===== src/rtl/sdw_pkg.sv =====
package sdw_pkg;

    typedef enum logic [3:0] {
        ST_IDLE,
        ST_LEAD,
        ST_TOKEN,
        ST_DATA,
        ST_CRC_HI,
        ST_CRC_LO,
        ST_RESP,
        ST_BUSY,
        ST_STOP_LEAD,
        ST_STOP_TOK,
        ST_STOP_BUSY
    } sdw_state_e;

    typedef struct packed {
        logic       fire;
        logic [7:0] code;
    } sdw_result_t;

    localparam logic [7:0] FILL_BYTE  = 8'hFF;
    localparam logic [7:0] TOK_SINGLE = 8'hFE;
    localparam logic [7:0] TOK_MULTI  = 8'hFC;
    localparam logic [7:0] TOK_STOP   = 8'hFD;
    localparam logic [4:0] RESP_OK    = 5'h05;

    localparam logic [7:0] STAT_OK      = 8'h00;
    localparam logic [7:0] STAT_REJECT  = 8'h08;
    localparam logic [7:0] STAT_TIMEOUT = 8'h80;

    // Folds one byte into a CRC16 (x^16 + x^12 + x^5 + 1), MSB of the byte first.
    function automatic logic [15:0] crc16_next(input logic [15:0] c, input logic [7:0] d);
        logic [15:0] r;
        r = c;
        for (int i = 7; i >= 0; i--) begin
            if (r[15] ^ d[i]) r = {r[14:0], 1'b0} ^ 16'h1021;
            else              r = {r[14:0], 1'b0};
        end
        return r;
    endfunction

endpackage


===== src/rtl/sdw_crc16.sv =====
module sdw_crc16 (
    input  logic        clk,
    input  logic        rst,
    input  logic        clear,
    input  logic        step,
    input  logic [7:0]  data,
    output logic [15:0] crc
);
    import sdw_pkg::*;

    logic [15:0] acc_q;

    always_ff @(posedge clk) begin
        if (rst || clear) acc_q <= 16'h0000;
        else if (step)    acc_q <= crc16_next(acc_q, data);
    end

    assign crc = acc_q;
endmodule


===== src/rtl/sdw_poll_ctr.sv =====
module sdw_poll_ctr #(
    parameter int LIMIT = 8
) (
    input  logic clk,
    input  logic rst,
    input  logic clear,
    input  logic inc,
    output logic first,
    output logic last
);
    localparam int W = $clog2(LIMIT + 1);
    localparam logic [W-1:0] LAST_VAL = W'(LIMIT - 1);

    logic [W-1:0] cnt_q;

    always_ff @(posedge clk) begin
        if (rst || clear) cnt_q <= '0;
        else if (inc)     cnt_q <= cnt_q + W'(1);
    end

    assign first = (cnt_q == '0);
    assign last  = (cnt_q == LAST_VAL);
endmodule


===== src/rtl/sdw_block_track.sv =====
module sdw_block_track #(
    parameter int CNT_W  = 16,
    parameter int SIZE_W = 12
) (
    input  logic              clk,
    input  logic              rst,
    input  logic              load,
    input  logic [CNT_W-1:0]  count_in,
    input  logic [SIZE_W-1:0] size_in,
    input  logic              byte_step,
    input  logic              block_step,
    output logic              size_zero,
    output logic              byte_last,
    output logic              block_last
);
    logic [SIZE_W-1:0] size_q;
    logic [SIZE_W-1:0] byte_idx_q;
    logic [CNT_W-1:0]  count_q;
    logic [CNT_W-1:0]  blk_idx_q;

    assign size_zero  = (size_q == '0);
    assign byte_last  = (byte_idx_q == size_q - SIZE_W'(1));
    assign block_last = (blk_idx_q == count_q - CNT_W'(1));

    always_ff @(posedge clk) begin
        if (rst) begin
            size_q     <= '0;
            count_q    <= '0;
            byte_idx_q <= '0;
            blk_idx_q  <= '0;
        end else if (load) begin
            size_q     <= size_in;
            count_q    <= count_in;
            byte_idx_q <= '0;
            blk_idx_q  <= '0;
        end else begin
            if (byte_step)  byte_idx_q <= byte_last ? '0 : byte_idx_q + SIZE_W'(1);
            if (block_step) blk_idx_q  <= blk_idx_q + CNT_W'(1);
        end
    end
endmodule


===== src/rtl/sdw_write_engine.sv =====
module sdw_write_engine #(
    parameter int CNT_W      = 16,
    parameter int SIZE_W     = 12,
    parameter int RESP_TRIES = 8,
    parameter int BUSY_LIMIT = 3000000
) (
    input  logic              clk,
    input  logic              rst,
    input  logic              start,
    input  logic              multi,
    input  logic [CNT_W-1:0]  blk_count,
    input  logic [SIZE_W-1:0] blk_size,
    input  logic              in_valid,
    input  logic [7:0]        in_data,
    output logic              in_ready,
    output logic              spi_req,
    output logic [7:0]        spi_tx,
    input  logic              spi_ack,
    input  logic [7:0]        spi_rx,
    output logic              busy,
    output logic              done,
    output logic [7:0]        status
);
    import sdw_pkg::*;

    sdw_state_e  state_q, state_d;
    logic        multi_q;
    logic        done_q;
    logic [7:0]  status_q;
    sdw_result_t result;

    logic        xfer;
    logic        load;
    logic        crc_clear, crc_step;
    logic [15:0] crc;
    logic        byte_step, block_step;
    logic        size_zero, byte_last, block_last;
    logic        resp_clr, resp_inc, resp_first, resp_last;
    logic        poll_clr, poll_inc, poll_first, poll_last;
    logic        rx_ready;

    assign xfer     = spi_req && spi_ack;
    assign rx_ready = (spi_rx == FILL_BYTE);

    sdw_crc16 u_crc (
        .clk   (clk),
        .rst   (rst),
        .clear (crc_clear),
        .step  (crc_step),
        .data  (in_data),
        .crc   (crc)
    );

    sdw_block_track #(.CNT_W(CNT_W), .SIZE_W(SIZE_W)) u_track (
        .clk        (clk),
        .rst        (rst),
        .load       (load),
        .count_in   (blk_count),
        .size_in    (blk_size),
        .byte_step  (byte_step),
        .block_step (block_step),
        .size_zero  (size_zero),
        .byte_last  (byte_last),
        .block_last (block_last)
    );

    sdw_poll_ctr #(.LIMIT(RESP_TRIES)) u_resp_ctr (
        .clk   (clk),
        .rst   (rst),
        .clear (resp_clr),
        .inc   (resp_inc),
        .first (resp_first),
        .last  (resp_last)
    );

    sdw_poll_ctr #(.LIMIT(BUSY_LIMIT)) u_busy_ctr (
        .clk   (clk),
        .rst   (rst),
        .clear (poll_clr),
        .inc   (poll_inc),
        .first (poll_first),
        .last  (poll_last)
    );

    always_comb begin
        state_d    = state_q;
        result     = '{fire: 1'b0, code: STAT_OK};
        load       = 1'b0;
        crc_clear  = 1'b0;
        crc_step   = 1'b0;
        byte_step  = 1'b0;
        block_step = 1'b0;
        resp_clr   = 1'b0;
        resp_inc   = 1'b0;
        poll_clr   = 1'b0;
        poll_inc   = 1'b0;
        spi_req    = 1'b0;
        spi_tx     = FILL_BYTE;

        case (state_q)
            ST_IDLE: begin
                if (start) begin
                    load = 1'b1;
                    if (blk_count != '0)  state_d = ST_LEAD;
                    else if (multi)       state_d = ST_STOP_LEAD;
                    else                  result  = '{fire: 1'b1, code: STAT_OK};
                end
            end

            ST_LEAD: begin
                spi_req = 1'b1;
                if (xfer) begin
                    crc_clear = 1'b1;
                    state_d   = ST_TOKEN;
                end
            end

            ST_TOKEN: begin
                spi_req = 1'b1;
                spi_tx  = multi_q ? TOK_MULTI : TOK_SINGLE;
                if (xfer) state_d = size_zero ? ST_CRC_HI : ST_DATA;
            end

            ST_DATA: begin
                spi_req = in_valid;
                spi_tx  = in_data;
                if (xfer) begin
                    crc_step  = 1'b1;
                    byte_step = 1'b1;
                    if (byte_last) state_d = ST_CRC_HI;
                end
            end

            ST_CRC_HI: begin
                spi_req = 1'b1;
                spi_tx  = crc[15:8];
                if (xfer) state_d = ST_CRC_LO;
            end

            ST_CRC_LO: begin
                spi_req = 1'b1;
                spi_tx  = crc[7:0];
                if (xfer) begin
                    resp_clr = 1'b1;
                    state_d  = ST_RESP;
                end
            end

            ST_RESP: begin
                spi_req = 1'b1;
                if (xfer) begin
                    resp_inc = 1'b1;
                    if (!spi_rx[4] || resp_last) begin
                        if (spi_rx[4:0] == RESP_OK) begin
                            poll_clr = 1'b1;
                            state_d  = ST_BUSY;
                        end else begin
                            result  = '{fire: 1'b1, code: STAT_REJECT};
                            state_d = ST_IDLE;
                        end
                    end
                end
            end

            ST_BUSY: begin
                spi_req = 1'b1;
                if (xfer) begin
                    poll_inc = 1'b1;
                    if (!poll_first && rx_ready) begin
                        block_step = 1'b1;
                        if (!block_last) begin
                            state_d = ST_LEAD;
                        end else if (multi_q) begin
                            state_d = ST_STOP_LEAD;
                        end else begin
                            result  = '{fire: 1'b1, code: STAT_OK};
                            state_d = ST_IDLE;
                        end
                    end else if (poll_last) begin
                        result  = '{fire: 1'b1, code: STAT_TIMEOUT};
                        state_d = ST_IDLE;
                    end
                end
            end

            ST_STOP_LEAD: begin
                spi_req = 1'b1;
                if (xfer) state_d = ST_STOP_TOK;
            end

            ST_STOP_TOK: begin
                spi_req = 1'b1;
                spi_tx  = TOK_STOP;
                if (xfer) begin
                    poll_clr = 1'b1;
                    state_d  = ST_STOP_BUSY;
                end
            end

            ST_STOP_BUSY: begin
                spi_req = 1'b1;
                if (xfer) begin
                    poll_inc = 1'b1;
                    if (!poll_first && rx_ready) begin
                        result  = '{fire: 1'b1, code: STAT_OK};
                        state_d = ST_IDLE;
                    end else if (poll_last) begin
                        result  = '{fire: 1'b1, code: STAT_TIMEOUT};
                        state_d = ST_IDLE;
                    end
                end
            end

            default: state_d = ST_IDLE;
        endcase
    end

    always_ff @(posedge clk) begin
        if (rst) begin
            state_q  <= ST_IDLE;
            multi_q  <= 1'b0;
            done_q   <= 1'b0;
            status_q <= STAT_OK;
        end else begin
            state_q <= state_d;
            done_q  <= result.fire;
            if (load)        multi_q  <= multi;
            if (result.fire) status_q <= result.code;
        end
    end

    assign in_ready = (state_q == ST_DATA) && in_valid && spi_ack;
    assign busy     = (state_q != ST_IDLE);
    assign done     = done_q;
    assign status   = status_q;

    // resp_first is only meaningful for debug visibility of the try counter
    logic resp_first_unused;
    assign resp_first_unused = resp_first;
endmodule


===== config.mk =====
export PLATFORM = sky130hd
export DESIGN_NAME = sdw_write_engine
export DESIGN_NICKNAME = d
export VERILOG_FILES = /design/src/rtl/sdw_pkg.sv /design/src/rtl/sdw_crc16.sv /design/src/rtl/sdw_poll_ctr.sv /design/src/rtl/sdw_block_track.sv /design/src/rtl/sdw_write_engine.sv
export SDC_FILE = /design/constraint.sdc
export NUM_CORES = 1
export LEC_CHECK = 0
export CAP_MARGIN = 5
export CORE_MARGIN = 2
export CORE_UTILIZATION = 55
export DETAILED_ROUTE_END_ITERATION = 10
export PLACE_DENSITY = 0.78
export SYNTH_ARGS = -nofsm -noshare
export SYNTH_HDL_FRONTEND = slang
export SYNTH_HIERARCHICAL = 1
export SYNTH_SLANG_ARGS = --single-unit

===== constraint.sdc =====
create_clock -name clk -period 6 [get_ports clk]
set_input_delay 1.2 -clock clk [delete_from_list [all_inputs] [get_ports clk]]
set_output_delay 1.2 -clock clk [all_outputs]
set_load 0.02 [all_outputs]

==> results by group <==
Power and ir drop
  • Comb power frac: 0.378
  • Switching power: 0.874 mW
  • Final Power: 2.38 mW
  • Flop pwr share: 0.367
  • IR drop worst, VDD: 197 uV
  • Power Density: 317 nW/um^2
  • Internal Power: 1.51 mW
  • Net Sw Frac: 0.367
  • LEAKAGE: 2.72 nW
  • Clock power share: 0.255

Clock network
  • CTS buffer count: 9
  • Clk sinks: 106
  • Setup bufs post-CTS: 0
  • Clk root buf: clkbuf_16
  • H-tree depth: 3
  • CTS Hold Bufs: 0
  • Post-CTS Resized: 0
  • Clock Path Buffers: 2
  • TritonCTS clock tree: yes
  • Clock transition at the registers of the reported paths: 70 ps
  • Clk Latency, worst-skew pair: 360 ps

Layout
  • Commonest cells after routing, fill and taps aside: dfxtp_1, nor2_1, nand2_1, clkdlybuf4s50_1
  • Final design utilization: 0.632
  • P&R area growth vs syn: 13.3%
  • # nets final: 885
  • Diodes inserted: 0
  • Leading cell type in the layout, fill and taps excluded: dfxtp_1
  • Non-Filler Instances: 978
  • Layout cell share with drive strength beyond 1: 0.0638
  • Cell area after layout: 7520 sq um

Logic synthesis
  • Syn_area_per_cell: 8.37 sq um
  • Post-Syn Area: 6640 sq um
  • Mapped Cells: 793
  • Synth Warn #: 6

Worst setup path
  • R2R cell count: 8
  • Setup CP Type: in2reg
  • FF-to-FF setup slack: 2410 ps
  • Setup crit start kind: primary input
  • Crit-path slowest cell: or4_4
  • CP most frequent cell: a21oi_1
  • Crit path capture type: register
  • Worst r2r dst: u_busy_ctr/cnt_q[19]
  • Required @ worst endpoint: 6280 ps
  • Crit path launch: in_valid
  • Critical path's largest stage delay: 580 ps
  • CP Max Fanout: 7
  • CP Cell Sequence: clkdlybuf4s50_1 > o21bai_1 > a221oi_2 > nand2_2 > a21oi_1 > nand3_1 > or4_4 > or4b_1 > a21oi_1
  • Worst reg2reg path startpoint: state_q[2]
  • CP Data Arrival Time: 4330 ps

Min path
  • Worst Hold Path EP: status[7]
  • Hold Crit Start: status[7]
  • Hold depth: 2
  • Hold Crit Class: reg2reg

Outcome
  • Outcome: complete, no violations

Drt
  • DR vias: 5832
  • Post-route DRC: 0
  • Wire per inst: 15.6 microns
  • Post-Route WL: 15300 microns
  • Vias/cell: 5.96
  • Drt first pass iters: 4
  • DRT antenna net count: 0
  • 1st-iter DRT viols: 344

Placed design
  • Final Wtd Congestion: 0.843
  • Placed cell area: 7220 sq um
  • DP HPWL: 11100 microns
  • Dpl ws: 1600 ps
  • Placed cells: 963
  • PortBufs: 63

Floorplan
  • FP Rows: 40
  • DIE HEIGHT: 114 microns
  • Die area: 13000 sq um
  • Die Wd: 114 microns
  • Core area: 11900 sq um
  • Initial core utilization: 0.557
  • Top Ports: 70

Flow run
  • MaxCap Viol Count: 0

GRT
  • GRT Total Usage: 0.242
  • Initial antenna violation count: 0
  • Largest net degree at the start of global routing: 49
  • First-pass GRT wire length: 25700 microns
  • Global route overflow: 0
  • Vias in the first global route: 5618

Timing
  • Fmax: 247 MHz
  • Pins Over Slew Limit: 0
  • Fin Setup TNS: 0 ps
  • Hold Fails Final Rpt: 0
  • WHS: 509 ps
  • Final setup violating endpoints: 0
  • Worst rel slew slack: 0.360
  • PnR worst setup slack: 1950 ps
  • Fin crit period: 4050 ps
  • Slew @ Worst Pin: 947 ps
  • Final period util: 0.675
  • RSZ-0062 raised after global routing: no
  • Final Skew: 8.02 ps
## power groups by stage
| stage | sequential [mW] | clock [mW] | combinational (mW) |
|---|---|---|---|
| floorplan | 0.822 | 0 | 0.738 |
| global placement | 0.883 | 0 | 0.870 |
| detailed placement | 0.887 | 0 | 0.901 |
| CTS | 0.871 | 0.627 | 0.906 |
| global route | 0.887 | 0.650 | 0.987 |
| finish | 0.876 | 0.607 | 0.902 |
## sequential cells by signal, indices dropped and copies added (netlist names)
signal              cells
u_resp_ctr/cnt_q        4
multi_q                 1
done                    1
u_track/size_q         12
u_track/count_q        16
status                  2
state_q                 4
u_crc/crc              16
u_track/blk_idx_q      16
u_track/byte_idx_q     12
u_busy_ctr/cnt_q       22
## layout make-up
class | instances | area (sq um)
Clock buffer | 10 | 239
Clock inverter | 5 | 61.3
Fill cell | 1042 | 4390
Inverter | 23 | 86.3
Multi-Input combinational cell | 622 | 4190
Sequential cell | 106 | 2120
Tap cell | 147 | 184
Timing Repair Buffer | 65 | 641
## critical path: cells and delay by family
kind,cells,cell delay [ps]
and+or+nand+nor,4,1530
AOI/OAI and AO/OA,4,1070
buffers and inverters,1,530
## worst max path at each step
stage | end | slack [ps] | depth (start not counted)
after floorplan | u_busy_ctr/cnt_q[19] | 2270 | 8
after global placement | u_busy_ctr/cnt_q[20] | 1670 | 9
after detailed placement | u_busy_ctr/cnt_q[20] | 1600 | 9
after CTS | spi_req | 1940 | 4
after global routing | u_busy_ctr/cnt_q[18] | 1690 | 9
final | u_busy_ctr/cnt_q[19] | 1950 | 9
## routing by layer
layer | GRT usage | vias to the layer above | wire (microns)
met3 | 0.0521 | 28 | 803
met4 | 0.0748 | 0 | 229
li1 | - | 2869 | -
met2 | 0.414 | 176 | 7340
met5 | 0 | - | 0
met1 | 0.307 | 2759 | 6920
No activity file was read; power rests on OpenSTA's default activity.
